===== src/rtl/tally_pkg.sv =====
package tally_pkg;

    typedef enum logic [1:0] {
        MODE_OFF  = 2'b00,
        MODE_SAMP = 2'b01,
        MODE_EXT  = 2'b10,
        MODE_QUAD = 2'b11
    } tally_mode_e;

    // one counting request per clock edge
    typedef struct packed {
        logic step;
        logic down;
    } step_req_t;

    typedef struct packed {
        logic hi_wrap;
        logic lo_wrap;
    } wrap_flags_t;

    localparam int HIST_DEPTH = 2;

    // picks whether a pulse is counted this edge, and in which direction
    function automatic step_req_t pick_step(tally_mode_e m, logic edge_hit,
                                            logic dir_bit, logic quad_dir);
        step_req_t r;
        r.step = 1'b0;
        r.down = dir_bit;
        case (m)
            MODE_SAMP: r.step = edge_hit;
            MODE_EXT:  r.step = 1'b1;
            MODE_QUAD: begin
                r.step = 1'b1;
                r.down = quad_dir;
            end
            default:   r.step = 1'b0;
        endcase
        return r;
    endfunction

endpackage


===== src/rtl/tally_edge_detect.sv =====
module tally_edge_detect
    import tally_pkg::*;
(
    input  logic        clk,
    input  logic        rst,
    input  tally_mode_e mode,
    input  logic        fall_edge,
    input  logic        count_down,
    input  logic        sig_a,
    input  logic        sig_b,
    output step_req_t   req
);

    logic [HIST_DEPTH-1:0] hist_q;
    logic                  edge_hit;

    always_ff @(posedge clk) begin
        if (rst) begin
            hist_q <= '0;
        end else begin
            hist_q <= {hist_q[HIST_DEPTH-2:0], sig_a};
        end
    end

    // hist_q[0] is the newest sample, hist_q[1] the one before
    always_comb begin
        if (fall_edge) begin
            edge_hit = !hist_q[0] && hist_q[1];
        end else begin
            edge_hit = hist_q[0] && !hist_q[1];
        end
    end

    assign req = pick_step(mode, edge_hit, count_down, sig_b);

    // one sampled edge can never be counted on two consecutive clock edges
    p_single_count_r3: assert property (@(posedge clk) disable iff (rst)
        (mode == MODE_SAMP && req.step) |=>
        !(mode == MODE_SAMP && req.step && $stable(fall_edge)));

endmodule


===== src/rtl/tally_top_reg.sv =====
module tally_top_reg #(
    parameter int W = 8
) (
    input  logic         clk,
    input  logic         rst,
    input  logic         hold_clr,
    input  logic         buf_wr,
    input  logic [W-1:0] buf_din,
    input  logic         cmd_load_top,
    output logic [W-1:0] top_q
);

    localparam logic [W-1:0] TOP_INIT = {W{1'b1}};

    logic [W-1:0] buf_q;

    always_ff @(posedge clk) begin
        if (rst) begin
            buf_q <= TOP_INIT;
        end else if (buf_wr) begin
            buf_q <= buf_din;
        end
    end

    always_ff @(posedge clk or posedge hold_clr) begin
        if (hold_clr) begin
            top_q <= TOP_INIT;
        end else if (rst) begin
            top_q <= TOP_INIT;
        end else if (cmd_load_top) begin
            top_q <= buf_q;
        end
    end

    // the load command moves the staged value into the limit
    p_load_top_r9: assert property (@(posedge clk) disable iff (rst)
        cmd_load_top |=> (hold_clr || top_q == $past(buf_q)));

    // a staging write alone leaves the limit untouched
    p_stage_only_r9: assert property (@(posedge clk) disable iff (rst)
        (buf_wr && !cmd_load_top && !hold_clr) |=> (hold_clr || $stable(top_q)));

    // the clear forces the limit to its start value
    p_clear_top_r11: assert property (@(posedge clk) disable iff (rst)
        hold_clr |-> top_q == TOP_INIT);

endmodule


===== src/rtl/tally_counter.sv =====
module tally_counter
    import tally_pkg::*;
#(
    parameter int W = 8
) (
    input  logic         clk,
    input  logic         rst,
    input  logic         hold_clr,
    input  step_req_t    req,
    input  logic [W-1:0] top_q,
    input  logic         cmd_load_cnt,
    output logic [W-1:0] cnt_q,
    output wrap_flags_t  flags_q
);

    localparam logic [W-1:0] ZERO = '0;
    localparam logic [W-1:0] ONE  = {{(W-1){1'b0}}, 1'b1};

    logic [W-1:0] cnt_d;
    wrap_flags_t  flags_d;

    always_comb begin
        cnt_d   = cnt_q;
        flags_d = '0;
        if (cmd_load_cnt) begin
            cnt_d = top_q;
        end else if (req.step) begin
            if (req.down) begin
                if (cnt_q == ZERO) begin
                    cnt_d           = top_q;
                    flags_d.lo_wrap = 1'b1;
                end else begin
                    cnt_d = cnt_q - ONE;
                end
            end else begin
                if (cnt_q == top_q) begin
                    cnt_d           = ZERO;
                    flags_d.hi_wrap = 1'b1;
                end else begin
                    cnt_d = cnt_q + ONE;
                end
            end
        end
    end

    always_ff @(posedge clk or posedge hold_clr) begin
        if (hold_clr) begin
            cnt_q   <= ZERO;
            flags_q <= '0;
        end else if (rst) begin
            cnt_q   <= ZERO;
            flags_q <= '0;
        end else begin
            cnt_q   <= cnt_d;
            flags_q <= flags_d;
        end
    end

    // an overflow flag is only ever seen together with a zero count
    p_no_overflow_r5: assert property (@(posedge clk) disable iff (rst)
        flags_q.hi_wrap |-> cnt_q == ZERO);

    // an underflow flag comes with the count reloaded from the limit
    p_underflow_reload_r6: assert property (@(posedge clk) disable iff (rst)
        flags_q.lo_wrap |-> cnt_q == $past(top_q));

    // the load-count command lands the limit in the count
    p_load_cnt_r10: assert property (@(posedge clk) disable iff (rst)
        cmd_load_cnt |=> (hold_clr || cnt_q == $past(top_q)));

    // the clear holds count and flags at zero
    p_clear_cnt_r11: assert property (@(posedge clk) disable iff (rst)
        hold_clr |-> (cnt_q == ZERO && flags_q == '0));

endmodule


===== src/rtl/edge_tally_core.sv =====
module edge_tally_core
    import tally_pkg::*;
#(
    parameter int W = 8
) (
    input  logic         clk,
    input  logic         rst,
    input  logic         hold_clr,
    input  logic [1:0]   mode,
    input  logic         fall_edge,
    input  logic         count_down,
    input  logic         sig_a,
    input  logic         sig_b,
    input  logic         buf_wr,
    input  logic [W-1:0] buf_din,
    input  logic         cmd_load_top,
    input  logic         cmd_load_cnt,
    output logic [W-1:0] count,
    output logic [W-1:0] top,
    output logic         ovf,
    output logic         unf
);

    tally_mode_e  mode_e;
    step_req_t    req;
    logic [W-1:0] top_q;
    logic [W-1:0] cnt_q;
    wrap_flags_t  flags_q;

    assign mode_e = tally_mode_e'(mode);

    tally_edge_detect u_edge (
        .clk        (clk),
        .rst        (rst),
        .mode       (mode_e),
        .fall_edge  (fall_edge),
        .count_down (count_down),
        .sig_a      (sig_a),
        .sig_b      (sig_b),
        .req        (req)
    );

    tally_top_reg #(.W(W)) u_top (
        .clk          (clk),
        .rst          (rst),
        .hold_clr     (hold_clr),
        .buf_wr       (buf_wr),
        .buf_din      (buf_din),
        .cmd_load_top (cmd_load_top),
        .top_q        (top_q)
    );

    tally_counter #(.W(W)) u_cnt (
        .clk          (clk),
        .rst          (rst),
        .hold_clr     (hold_clr),
        .req          (req),
        .top_q        (top_q),
        .cmd_load_cnt (cmd_load_cnt),
        .cnt_q        (cnt_q),
        .flags_q      (flags_q)
    );

    assign count = cnt_q;
    assign top   = top_q;
    assign ovf   = flags_q.hi_wrap;
    assign unf   = flags_q.lo_wrap;

    // in the off mode, with no load command, the count does not move
    p_off_holds_r2: assert property (@(posedge clk) disable iff (rst)
        (mode_e == MODE_OFF && !cmd_load_cnt && !hold_clr) |=>
        (hold_clr || $stable(count)));

endmodule


===== config.mk =====
export PLATFORM = sky130hd
export DESIGN_NAME = edge_tally_core
export DESIGN_NICKNAME = d
export VERILOG_FILES = /design/src/rtl/tally_pkg.sv /design/src/rtl/tally_edge_detect.sv /design/src/rtl/tally_top_reg.sv /design/src/rtl/tally_counter.sv /design/src/rtl/edge_tally_core.sv
export SDC_FILE = /design/constraint.sdc
export NUM_CORES = 1
export LEC_CHECK = 0
export ABC_CLOCK_PERIOD_IN_PS = 4620
export BUFFER_PORTS_ARGS = -buffer_cell sky130_fd_sc_hd__buf_2
export CAP_MARGIN = 10
export CORE_AREA = 5 5 82 84
export CTS_CLUSTER_SIZE = 30
export DETAILED_ROUTE_END_ITERATION = 8
export DIE_AREA = 0 0 87 89
export PLACE_DENSITY = 0.56
export SLEW_MARGIN = 20
export SYNTH_ARGS = -nofsm -noshare
export SYNTH_HDL_FRONTEND = slang
export SYNTH_SLANG_ARGS = --single-unit

===== constraint.sdc =====
create_clock -name clk -period 4.62 [get_ports clk]
set_input_delay 0.693 -clock clk [delete_from_list [all_inputs] [get_ports clk]]
set_output_delay 0.693 -clock clk [all_outputs]
set_load 0.02 [all_outputs]

* Yosys cells after proc, flatten, opt, wreduce, memory -nomap -nowiden
Index checks and enable logic that the tools add are counted.
** Storage, ports and cells
- Register bits after elaboration :: 28
- Bits of input ports :: 20
- Output and inout bits :: 18
- Word-level logic and storage cells :: 38
** Cells by class
- $add $sub $neg :: 2
- Equal/unequal tests :: 4
- Mux-type cells :: 18
- Reduce and logical (&&, ||, !) cells :: 8
** Operator list (number)
- 8-bit two-way mux :: 8
- 8-bit by 1-bit adder with 8-bit output (second input constant) :: 1
- 8-bit equality test :: 1
- 8-bit zero test :: 1
- 8-bit by 1-bit subtractor with 8-bit output (second input constant) :: 1
- 1-bit two-way mux :: 6
- 2-bit two-way mux :: 3
- 2-bit equality test (second input constant) :: 2
- 3-bit nonzero test :: 1
- 2-bit by 1-bit equality test with 1-bit output (second input constant) :: 1
- 1-bit logical AND :: 2
- 1-bit zero test :: 2
- 1-bit one-hot mux with 2 select lines :: 1
- 2-bit nonzero test :: 1
- 2-bit OR reduction :: 1

* Logic depth before layout (Yosys ltp)
- Depth after elaboration :: 7
- Gate-level depth with buffers :: 8
- Depth with buffers taken out :: 8

* By module
Synthesis repeated with hierarchy kept, for this count alone.
** Second synthesis, totals
- Cell total of the unflattened synthesis :: 190
- Area total of the unflattened synthesis :: 1860.5 sq um
** Modules (own cells, without submodules)
- tally_counter :: instances 1, cells an instance 128, area each 1119.8 sq um, seq. area each 250.2 sq um
- tally_top_reg :: instances 1, cells an instance 53, area each 649.4 sq um, seq. area each 370.4 sq um
- tally_edge_detect :: instances 1, cells an instance 9, area each 91.3 sq um, seq. area each 40.0 sq um

* Worst setup path after synthesis
Ideal clock, no wire load.
- Kind :: reg-to-reg
- From :: reg u_cnt.cnt_q[0]
- To :: reg u_cnt.cnt_q[7]
- Setup time :: 139 ps
- Arrival :: 1941 ps
- Required time :: 4481 ps
- Setup slack :: 2540 ps
- Stages on the path, launching flop included :: 8
- Path buffers :: 0
- Period minus slack after synthesis :: 2080 ps
- Cells stage by stage :: dfrtp_1 inv_2 ha_1 or4b_4 mux2_1 and3_1 a211oi_2 o22ai_1
** Between the ends
- Word-level cells in the longest chain between the ends :: 6
- Elaborated cells between the ends (all ways) :: 10
- Those cells by class :: 2 x add/sub; 1 x eq/ne; 6 x mux; 1 x reduce/logical
** RTL lines
- start, declared :: RTL line tally_counter.sv:12 : output logic [W-1:0] cnt_q,
- start signal, assigned :: RTL line tally_counter.sv:54 : cnt_q <= cnt_d;
- 8-bit by 1-bit adder with 8-bit output, or another cell as far along :: RTL line tally_counter.sv:40 : cnt_d = cnt_q + ONE;
- 8-bit two-way mux, on equally long branches :: RTL line tally_counter.sv:36, tally_counter.sv:29
- 8-bit two-way mux * :: RTL line tally_counter.sv:28 : if (req.down) begin
- 8-bit two-way mux * :: RTL line tally_counter.sv:27 : end else if (req.step) begin
- 8-bit two-way mux * :: RTL line tally_counter.sv:25 : if (cmd_load_cnt) begin
- 8-bit two-way mux * :: RTL line tally_counter.sv:50 : end else if (rst) begin
Every way passes the cells marked *; elsewhere a longest branch is shown, timed or not. The select of a mux whose other input is x is not followed.
A chain may end at the register's enable or synchronous reset.

* Worst setup path after layout
Same ends and word-level chain as after synthesis.

==> results.yml <==
global_routing:
  antenna_found_initial: 0
  grt_first_pass_wirelength_um: 6870
  grt_pass1_vias: 1418
  grt_max_degree: 28
  grt_overflow: 0
  grt_use_total: 0.110
logic_synthesis:
  synth.distinct_cells: 54
  ys_ff_latch: 28
  synth_top_area_cell: "dfrtp_1"
  yosysSeqAreaShare: 0.384
  synth_area_um2: 1720
  syn-num-nets: 205
  async_reset_ff_frac: 0.643
  synth_area_leaders: "dfrtp_1, dfstp_2, dfxtp_1"
  ys_warn_count: 0
  syn_avg_cell_area_um2: 9.41
  synth_ff_type: "dfxtp_1"
  syn_inst: 183
  synth-edff-count: 0
  synth_top_area_frac: 0.145
finish:
  drive_gt1_frac: 0.297
  final_common_cell: "buf_2"
  fin_nets: 235
  nFillCells: 607
  areaGrowthSynthToFinish_pct: 16.5
  final_cell_mix: "buf_2, nor2b_1, a211o_1"
  fin_area_um2: 2010
  insertedDiodeCount: 0
clock_tree:
  cts_sinks: 28
  cts_buffers: 3
  clockRootBuffer: "clkbuf_8"
  cts_resized: 0
  postCtsSetupBuffers: 0
  cts_tree: "built"
  clk-insertion-delay-late_ns: 0.27
  cts_hold_buf: 0
  clk_pin_slew_ns: 0.10
  cts_buffer_depth: 2
  htreeDepth: 1
min_path:
  holdPathStages: 1
  min_path_type: "register to register"
worst_setup_path:
  worstRegToRegCells: 7
  critPathLaunchType: "register"
  critPathKind: "register to register"
  arrival_ns: 2.36
  r2r_slack_ns: 2.40
  cp_max_fo: 8
  cp.required_ns: 4.76
  endpoint_kind: "register"
die:
  io_pins: 38
  dieArea_um2: 7740
  coreArea_um2: 5850
  die_h_um: 89
  core.rowCount: 28
  initial_utilization: 0.294
  fp.dieW_um: 87
timing:
  rsz0062_at_grt: "false"
  tightest_slew_ns: 0.681
  period_share: 0.481
  slew_violations: 0
  setup_tns_ns: 0
  fmax_mhz: 450
  skew_ns: 0.00679
  max-slew-margin-rel: 0.546
  fin_crit_ns: 2.22
  hold_viol_final: 0
  setup_viol: 0
detailed_routing:
  route.antenna.remaining_nets: 0
  wl_um: 4060
  vias: 1476
  drtIter0Drc: 162
  dr.pass1.iters: 4
  drc_errors: 0
  viasPerCell: 5.14
  wl_per_cell_um: 14.1
status:
  status: "finished, final reports clean"
place:
  dp_hpwl_um: 3030
  globalplace.congestion: 0.798
  placed_cell_area_um2: 1930
  port_buffers: 37
flow_run:
  maxCapViolations: 0
power_and_ir_drop:
  p_leak_uw: 0.000834
  power_density_nw_per_um2: 319
  peakVddDrop_mv: 0.179
[layout make-up]
type / count / area, um^2 / share of cell area
multi-input combinational: 137 / 972 / 0.485
sequential: 28 / 661 / 0.329
clock inverter: 1 / 30.0 / 0.0150
timing repair buffer: 37 / 185 / 0.0923
inverter: 6 / 22.5 / 0.0112
clock buffer: 3 / 41.3 / 0.0206
tap: 75 / 93.8 / 0.0468
[path summary, 6_finish.rpt]
check | from | to
min in group asynchronous | hold_clr | u_cnt.flags_q[1]
setup / recovery | u_cnt.cnt_q[0] | u_cnt.cnt_q[7]
setup reg to reg | u_cnt.cnt_q[0] | u_cnt.cnt_q[7]
hold / removal | u_top.buf_q[2] | u_top.top_q[2]
max in group asynchronous | hold_clr | u_cnt.cnt_q[3]
hold reg to reg | u_top.buf_q[2] | u_top.top_q[2]
[power breakdown]
part	total (uW)	internal [uW]	switching [uW]	leakage, uW
combinational	156	70.3	86.2	0.000500
clock	190	116	74.4	0.0000357
sequential	294	265	29.1	0.000298
total	640	451	190	0.000834
[registers in the layout (all words and copies together) (netlist names)]
register and count:
u_cnt.cnt_q 8, u_cnt.flags_q 2, u_edge.hist_q 2, u_top.buf_q 8, u_top.top_q 8
[synth_stat cells (all sizes together), types with 2 or more instances]
cell,number
nor2b,20
a211o,16
nor2,13
nand2,11
dfrtp,10
dfxtp,10
xor2,9
dfstp,8
buf,7
a21oi,6
inv,6
o22ai,6
clkbuf,5
or3,5
nand3,4
nor3,4
a22oi,3
nor4,3
o21ai,3
a211oi,2
a2bb2oi,2
a31oi,2
and3,2
ha,2
mux2,2
nor3b,2
xnor2,2
[per-layer routing]
layer | global-route usage | vias to the layer above | wire [um]
met5 | 0 | - | 0
met4 | 0.0439 | 0 | 44
met3 | 0.0175 | 4 | 215
met2 | 0.177 | 44 | 1920
met1 | 0.149 | 705 | 1880
li1 | - | 723 | -
[cell families (layout without fill, tap and decap cells)]
| kind of cell | count (synthesis) | after routing | synth area share |
|---|---|---|---|
| AND/OR/NAND/NOR | 71 | 71 | 0.235 |
| flip-flops | 28 | 28 | 0.384 |
| XOR/XNOR | 11 | 11 | 0.0560 |
| adder cells (fa/ha/maj) | 2 | 2 | 0.0145 |
| multiplexers | 2 | 2 | 0.0131 |
| AO/OA/AOI/OAI | 51 | 51 | 0.246 |
| buffers and inverters | 18 | 47 | 0.0516 |
[worst max-delay path, stage by stage (launching register included)]
cell      delay, ns
dfrtp_1        0.50
inv_2          0.12
ha_1           0.16
or4b_4         0.50
mux2_1         0.32
and3_1         0.18
a211oi_2       0.19
o22ai_1        0.11
[stage by stage]
step	util	hold slack [ns]	total power [uW]	std cells	setup WS [ns]
4_1_cts	0.343	0.478	649	287	2.42
6_report	0.343	0.477	640	287	2.40
3_3_place_gp	0.331	0.448	456	283	2.35
2_1_floorplan	-	0.435	414	183	2.54
5_1_grt	0.343	0.497	682	287	2.26
3_5_place_dp	0.331	0.445	455	283	2.30
(Power assumes the default switching activity.)
